[config.mk]
export PLATFORM = sky130hd
export DESIGN_NAME = gpio_port
export DESIGN_NICKNAME = d
export VERILOG_FILES = /design/src/rtl/gpio_port_pkg.sv /design/src/rtl/gpio_rst_sync.sv /design/src/rtl/gpio_regs.sv /design/src/rtl/gpio_pinmux.sv /design/src/rtl/gpio_port.sv
export SDC_FILE = /design/constraint.sdc
export NUM_CORES = 1
export LEC_CHECK = 0
export ABC_CLOCK_PERIOD_IN_PS = 2050
export BUFFER_PORTS_ARGS = -buffer_cell sky130_fd_sc_hd__buf_2
export CAP_MARGIN = 25
export CORE_MARGIN = 2
export CORE_UTILIZATION = 44
export DETAILED_ROUTE_END_ITERATION = 10
export HOLD_SLACK_MARGIN = 0.15
export PLACE_DENSITY = 0.83
export SYNTH_ARGS = -nofsm -noshare
export SYNTH_HDL_FRONTEND = slang
export SYNTH_HIERARCHICAL = 1
export SYNTH_SLANG_ARGS = --single-unit
export TNS_END_PERCENT = 50
[constraint.sdc]
create_clock -name clk -period 2.05 [get_ports clk]
set_input_delay 0.1025 -clock clk [delete_from_list [all_inputs] [get_ports clk]]
set_output_delay 0.1025 -clock clk [all_outputs]
set_load 0.1 [all_outputs]
[src/rtl/gpio_port_pkg.sv]
package gpio_port_pkg;
  typedef enum logic [1:0] {
    SRC_INPUT = 2'd0,
    SRC_PORT  = 2'd1,
    SRC_ADDR  = 2'd2,
    SRC_KBD   = 2'd3
  } pin_src_e;

  localparam logic [1:0] MODE_EXPANDABLE = 2'd2;
endpackage

[src/rtl/gpio_rst_sync.sv]
module gpio_rst_sync #(
  parameter int STAGES = 2
) (
  input  logic clk,
  input  logic rst_n,
  output logic rst_sync_n
);
  logic [STAGES-1:0] sync_q;
  logic [STAGES-1:0] sync_d;

  always_comb begin
    sync_d = {sync_q[STAGES-2:0], 1'b1};
  end

  always_ff @(posedge clk or negedge rst_n) begin
    if (!rst_n) sync_q <= '0;
    else        sync_q <= sync_d;
  end

  assign rst_sync_n = sync_q[STAGES-1];
endmodule

[src/rtl/gpio_regs.sv]
module gpio_regs #(
  parameter int          WIDTH     = 8,
  parameter int          ADDR_W    = 2,
  parameter logic [ADDR_W-1:0] DIR_ADDR = 0,
  parameter logic [ADDR_W-1:0] ODR_ADDR = 1
) (
  input  logic              clk,
  input  logic              rst_n,
  input  logic [ADDR_W-1:0] bus_addr,
  input  logic              bus_wr,
  input  logic [WIDTH-1:0]  bus_wdata,
  input  logic [WIDTH-1:0]  pin_in,
  output logic [WIDTH-1:0]  bus_rdata,
  output logic [WIDTH-1:0]  dir_q,
  output logic [WIDTH-1:0]  odr_q
);
  logic             dir_en, odr_en;
  logic [WIDTH-1:0] dir_d, odr_d;

  always_comb begin
    dir_en = bus_wr && (bus_addr == DIR_ADDR);
    odr_en = bus_wr && (bus_addr == ODR_ADDR);
    dir_d  = bus_wdata;
    odr_d  = bus_wdata;
  end

  always_ff @(posedge clk or negedge rst_n) begin
    if (!rst_n)      dir_q <= '0;
    else if (dir_en) dir_q <= dir_d;
  end

  always_ff @(posedge clk or negedge rst_n) begin
    if (!rst_n)      odr_q <= '0;
    else if (odr_en) odr_q <= odr_d;
  end

  always_comb begin
    if (bus_addr == DIR_ADDR)      bus_rdata = pin_in;
    else if (bus_addr == ODR_ADDR) bus_rdata = odr_q;
    else                           bus_rdata = '0;
  end
endmodule

[src/rtl/gpio_pinmux.sv]
module gpio_pinmux
  import gpio_port_pkg::*;
#(
  parameter int WIDTH  = 8,
  parameter int KBD_LO = 2,
  localparam int KBD_W = WIDTH - KBD_LO
) (
  input  logic [1:0]       op_mode,
  input  logic             ext_bus_en,
  input  logic             addr_override,
  input  logic             kbd_en,
  input  logic [WIDTH-1:0] dir_q,
  input  logic [WIDTH-1:0] odr_q,
  input  logic [WIDTH-1:0] exp_addr,
  input  logic [KBD_W-1:0] kbd_out,
  input  logic [KBD_W-1:0] kbd_oe,
  output logic [WIDTH-1:0] pin_out,
  output logic [WIDTH-1:0] pin_oe
);
  logic addr_drive;

  always_comb begin
    addr_drive = (op_mode == MODE_EXPANDABLE) && ext_bus_en && !addr_override;
  end

  for (genvar i = 0; i < WIDTH; i++) begin : g_pin
    pin_src_e src;
    logic     kbd_o, kbd_e;

    if (i >= KBD_LO) begin : g_kbd
      always_comb begin
        kbd_o = kbd_out[i-KBD_LO];
        kbd_e = kbd_oe[i-KBD_LO];
      end
    end else begin : g_plain
      always_comb begin
        kbd_o = 1'b0;
        kbd_e = 1'b0;
      end
    end

    always_comb begin
      if (kbd_en && (i >= KBD_LO)) src = SRC_KBD;
      else if (!dir_q[i])          src = SRC_INPUT;
      else if (addr_drive)         src = SRC_ADDR;
      else                         src = SRC_PORT;
    end

    always_comb begin
      unique case (src)
        SRC_KBD:  begin pin_oe[i] = kbd_e; pin_out[i] = kbd_o;       end
        SRC_ADDR: begin pin_oe[i] = 1'b1;  pin_out[i] = exp_addr[i]; end
        SRC_PORT: begin pin_oe[i] = 1'b1;  pin_out[i] = odr_q[i];    end
        default:  begin pin_oe[i] = 1'b0;  pin_out[i] = 1'b0;        end
      endcase
    end
  end
endmodule

[src/rtl/gpio_port.sv]
module gpio_port
  import gpio_port_pkg::*;
#(
  parameter int WIDTH  = 8,
  parameter int ADDR_W = 2,
  parameter int KBD_LO = 2,
  localparam int KBD_W = WIDTH - KBD_LO
) (
  input  logic              clk,
  input  logic              rst_n,
  input  logic [ADDR_W-1:0] bus_addr,
  input  logic              bus_wr,
  input  logic [WIDTH-1:0]  bus_wdata,
  output logic [WIDTH-1:0]  bus_rdata,
  input  logic [1:0]        op_mode,
  input  logic              ext_bus_en,
  input  logic              addr_override,
  input  logic              kbd_en,
  input  logic [WIDTH-1:0]  exp_addr,
  input  logic [KBD_W-1:0]  kbd_out,
  input  logic [KBD_W-1:0]  kbd_oe,
  output logic [KBD_W-1:0]  kbd_in,
  input  logic [WIDTH-1:0]  pin_in,
  output logic [WIDTH-1:0]  pin_out,
  output logic [WIDTH-1:0]  pin_oe
);
  logic             rst_sync_n;
  logic [WIDTH-1:0] dir_q, odr_q;

  gpio_rst_sync #(.STAGES(2)) u_rst (
    .clk(clk), .rst_n(rst_n), .rst_sync_n(rst_sync_n)
  );

  gpio_regs #(
    .WIDTH(WIDTH), .ADDR_W(ADDR_W),
    .DIR_ADDR(ADDR_W'(0)), .ODR_ADDR(ADDR_W'(1))
  ) u_regs (
    .clk(clk), .rst_n(rst_sync_n),
    .bus_addr(bus_addr), .bus_wr(bus_wr), .bus_wdata(bus_wdata),
    .pin_in(pin_in), .bus_rdata(bus_rdata),
    .dir_q(dir_q), .odr_q(odr_q)
  );

  gpio_pinmux #(.WIDTH(WIDTH), .KBD_LO(KBD_LO)) u_mux (
    .op_mode(op_mode), .ext_bus_en(ext_bus_en),
    .addr_override(addr_override), .kbd_en(kbd_en),
    .dir_q(dir_q), .odr_q(odr_q), .exp_addr(exp_addr),
    .kbd_out(kbd_out), .kbd_oe(kbd_oe),
    .pin_out(pin_out), .pin_oe(pin_oe)
  );

  assign kbd_in = pin_in[WIDTH-1:KBD_LO];
endmodule

==> results.py <==
metrics = {
    "global_routing": {
        "global_route_wire_length_before_repair_um": 3840,
        "grt_pass1_vias": 903,
        "grt_overall_usage_pct": 18.4,
        "grt_antenna_before_repair": 0,
        "grt_max_degree": 19,
        "grt_overflow": 0,
    },
    "sta": {
        "worst_slew_margin_rel_pct": 59.3,
        "setup-violations-final": 0,
        "clock-skew-final_ns": 0.00947,
        "setup_total_negative_slack_ns": 0,
        "timing_max_transition_violations_final": 0,
        "grt_setup_unrepaired": "false",
        "fraction_of_the_cycle_the_final_worst_path_needs_pct": 80.0,
        "finalHoldViolCount": 0,
        "finalWorstPathRequiredPeriod_ns": 1.64,
        "max_slew.worst_pin.slew_ns": 0.611,
        "max_clock_freq_mhz": 610,
    },
    "setup_path": {
        "critPathArrivalTime_ns": 1.54,
        "criticalPathCategory": "primary input to output port",
        "crit_end_element": "output port",
        "worst_path_max_delay_cell": "sky130_fd_sc_hd__and4bb_1",
        "crit_chain": "buf_2, and4bb_1, mux2i_1, o21ai_1, buf_2",
        "crit_path_max_incr_delay_ns": 0.59,
        "crit_path_start_kind": "primary input",
        "path_max_fanout": 8,
        "critical-path-top-cell-by-count": "sky130_fd_sc_hd__buf_2",
        "cp_data_required_time_ns": 1.95,
    },
    "drt": {
        "remaining_drc_errors": 0,
        "num_vias": 1003,
        "drtAntennaViolNets": 0,
        "drt-pass1-iter-count": 4,
        "vias_per_cell": 4.71,
        "initialDrtViolationCount": 10,
        "drt-wirelength-per-cell_um": 12.6,
        "routed_wirelength_um": 2690,
    },
    "synth": {
        "synth_seq_area_share_pct": 40.6,
        "yosysWarningCount": 6,
        "postSynthAreaPerCell_sq_um": 10.4,
        "synth.distinct_cells": 16,
        "postSynthRegisterBits": 18,
        "post_synthesis_cell_area_sq_um": 1110,
        "post_synth_inst_count": 107,
        "mappedNetlistNets": 153,
    },
    "placed_design": {
        "detailed_place_hpwl_um": 2190,
        "gp_routability_congestion": 0.754,
        "port-buffer-count": 75,
    },
    "pwr": {
        "power_per_cell_area_nw_per_um2": 927,
        "vdd_ir_drop_max_mv": 0.607,
        "power_leakage_nw": 0.830,
        "totalPowerFinal_mw": 1.45,
    },
    "clock_network": {
        "tritoncts.num_buffers": 3,
        "ctsResizeCount": 0,
        "htree_num_levels": 1,
        "postCtsSetupRepairBufs": 0,
        "tritoncts": "done",
        "ctsLongestPathBuffers": 2,
        "worst_skew_pair.late_latency_ns": 0.28,
        "clock-root-buffer": "sky130_fd_sc_hd__clkbuf_4",
        "clk_transition_reported_paths_ns": 0.10,
        "cts.sink_count": 18,
    },
    "floorplan": {
        "die_x_um": 54.2,
        "placeableCoreArea_sq_um": 2430,
        "row_count": 18,
        "floorplan.die_area_sq_um": 2940,
        "die_height_um": 54.2,
        "io-pin-count": 76,
        "initial_core_util_pct": 45.6,
    },
    "finish": {
        "area_delta_synth_final_pct": 40.9,
        "area.sequential_sq_um": 450,
        "fillerInstances": 210,
        "multi_input_area_sq_um": 564,
        "final_core_util_pct": 64.3,
        "diodes": 0,
        "final_layout_size_suffix_gt1_share_pct": 53.0,
        "design.final.nets": 230,
    },
    "worst_hold_path": {
        "hold_class": "register to async pin",
    },
    "flow_run": {
        "max-cap-violations": 0,
    },
    "outcome": {
        "run_status": "completed",
    },
}
-- cell usage in the layout, fill, tap and decap left out --
cell                            netlist  routed
sky130_fd_sc_hd__and4bb_1             1       1
sky130_fd_sc_hd__buf_2                1      75
sky130_fd_sc_hd__clkbuf_4             0       3
sky130_fd_sc_hd__clkbuf_8             0       1
sky130_fd_sc_hd__conb_1               1       1
sky130_fd_sc_hd__dfrtp_1             18      18
sky130_fd_sc_hd__dlygate4sd3_1        0      10
sky130_fd_sc_hd__mux2_2              16      16
sky130_fd_sc_hd__mux2i_1             16      16
sky130_fd_sc_hd__nand2_1             18      18
sky130_fd_sc_hd__nand2b_1             6       6
sky130_fd_sc_hd__nand3b_2             1       1
sky130_fd_sc_hd__nor2_1               8       8
sky130_fd_sc_hd__nor2b_1              2       2
sky130_fd_sc_hd__nor3b_4              1       1
sky130_fd_sc_hd__o21ai_1              6       6
-- cells in the mapped netlist --
library cell | count | area share (%)
sky130_fd_sc_hd__nand2b_1 | 6 | 3.4
sky130_fd_sc_hd__nor2_1 | 8 | 2.7
sky130_fd_sc_hd__buf_6 | 3 | 3.0
sky130_fd_sc_hd__and4bb_1 | 1 | 1.1
sky130_fd_sc_hd__buf_2 | 1 | 0.45
sky130_fd_sc_hd__nor2b_1 | 2 | 1.1
sky130_fd_sc_hd__nor3b_4 | 1 | 1.7
sky130_fd_sc_hd__o21ai_1 | 6 | 2.7
sky130_fd_sc_hd__buf_4 | 6 | 4.1
sky130_fd_sc_hd__clkbuf_1 | 3 | 1.0
sky130_fd_sc_hd__conb_1 | 1 | 0.34
sky130_fd_sc_hd__nand2_1 | 18 | 6.1
sky130_fd_sc_hd__nand3b_2 | 1 | 1.0
sky130_fd_sc_hd__mux2i_1 | 16 | 14
sky130_fd_sc_hd__dfrtp_1 | 18 | 41
sky130_fd_sc_hd__mux2_2 | 16 | 16
-- per-layer routing --
| metal | up-vias | GRT usage (%) | share of wire [%] |
|---|---|---|---|
| met4 | 0 | 6.25 | 0.45 |
| met5 | - | 0 | 0 |
| met2 | 56 | 33.9 | 51 |
| met3 | 2 | 2.73 | 9.3 |
| li1 | 502 | - | - |
| met1 | 443 | 21.7 | 39 |
-- final timing paths --
kind                                              from                           to  slack [ns]  cells after the start
max                                         op_mode[0]                   pin_out[6]        0.41                      5
min                          u_rst/sync_q[1]$_DFF_PN0_  u_regs/odr_q[4]$_DFFE_PN0P_        0.24                      0
max reg2reg                u_regs/odr_q[7]$_DFFE_PN0P_  u_regs/odr_q[7]$_DFFE_PN0P_        1.25                      1
min reg2reg                  u_rst/sync_q[1]$_DFF_PN0_  u_regs/odr_q[4]$_DFFE_PN0P_        0.24                      0
max in group asynchronous                        rst_n    u_rst/sync_q[1]$_DFF_PN0_        1.25                      3
min in group clk                                bus_wr  u_regs/odr_q[3]$_DFFE_PN0P_        0.35                      3
-- state kept, by name (all words and copies together), names as in the netlist --
name,cells
u_regs/dir_q,8
u_regs/odr_q,8
u_rst/sync_q,2
-- cell families after synthesis --
family,after synthesis,synth area share [%]
AOI/OAI and AO/OA,6,2.71
muxes,32,30.7
other,1,0.338
and+or+nand+nor,37,17.1
DFF,18,40.6
buffers and inverters,13,8.57
-- stage by stage --
| step | cell area (sq um) | std cells | setup WS (ns) | hold slack [ns] |
|---|---|---|---|---|
| floorplan | 1110 | 107 | 0.0161 | -0.193 |
| global placement | 1430 | 199 | 0.456 | -0.112 |
| detailed placement | 1430 | 199 | 0.401 | -0.105 |
| CTS | 1560 | 213 | 0.397 | 0.274 |
| global route | 1560 | 213 | 0.311 | 0.338 |
| finish | 1560 | 213 | 0.410 | 0.245 |
-- timing repair --
action | CTS | global route
endpoints found under the setup margin | 0 | 0
hold endpoints to repair | 18 | 0
hold buffers | 10 | 0
-- worst max-delay path: cells and delay by family --
| kind | cells | cell delay (ns) |
|---|---|---|
| compound gates | 1 | 0.15 |
| buf+inv | 2 | 0.53 |
| simple gates | 1 | 0.59 |
| mux | 1 | 0.16 |
-- power breakdown --
group          switching [mW]  internal (mW)
logic                   0.599          0.177
clock network           0.101          0.108
registers              0.0479          0.417
-- cell type report --
cell class	count	area share (%)
multi-input combinational	76	36.1
timing repair buffer	85	30.4
sequential	18	28.8
tap	30	2.40
clock buffer	4	2.32
(Power assumes the default switching activity.)
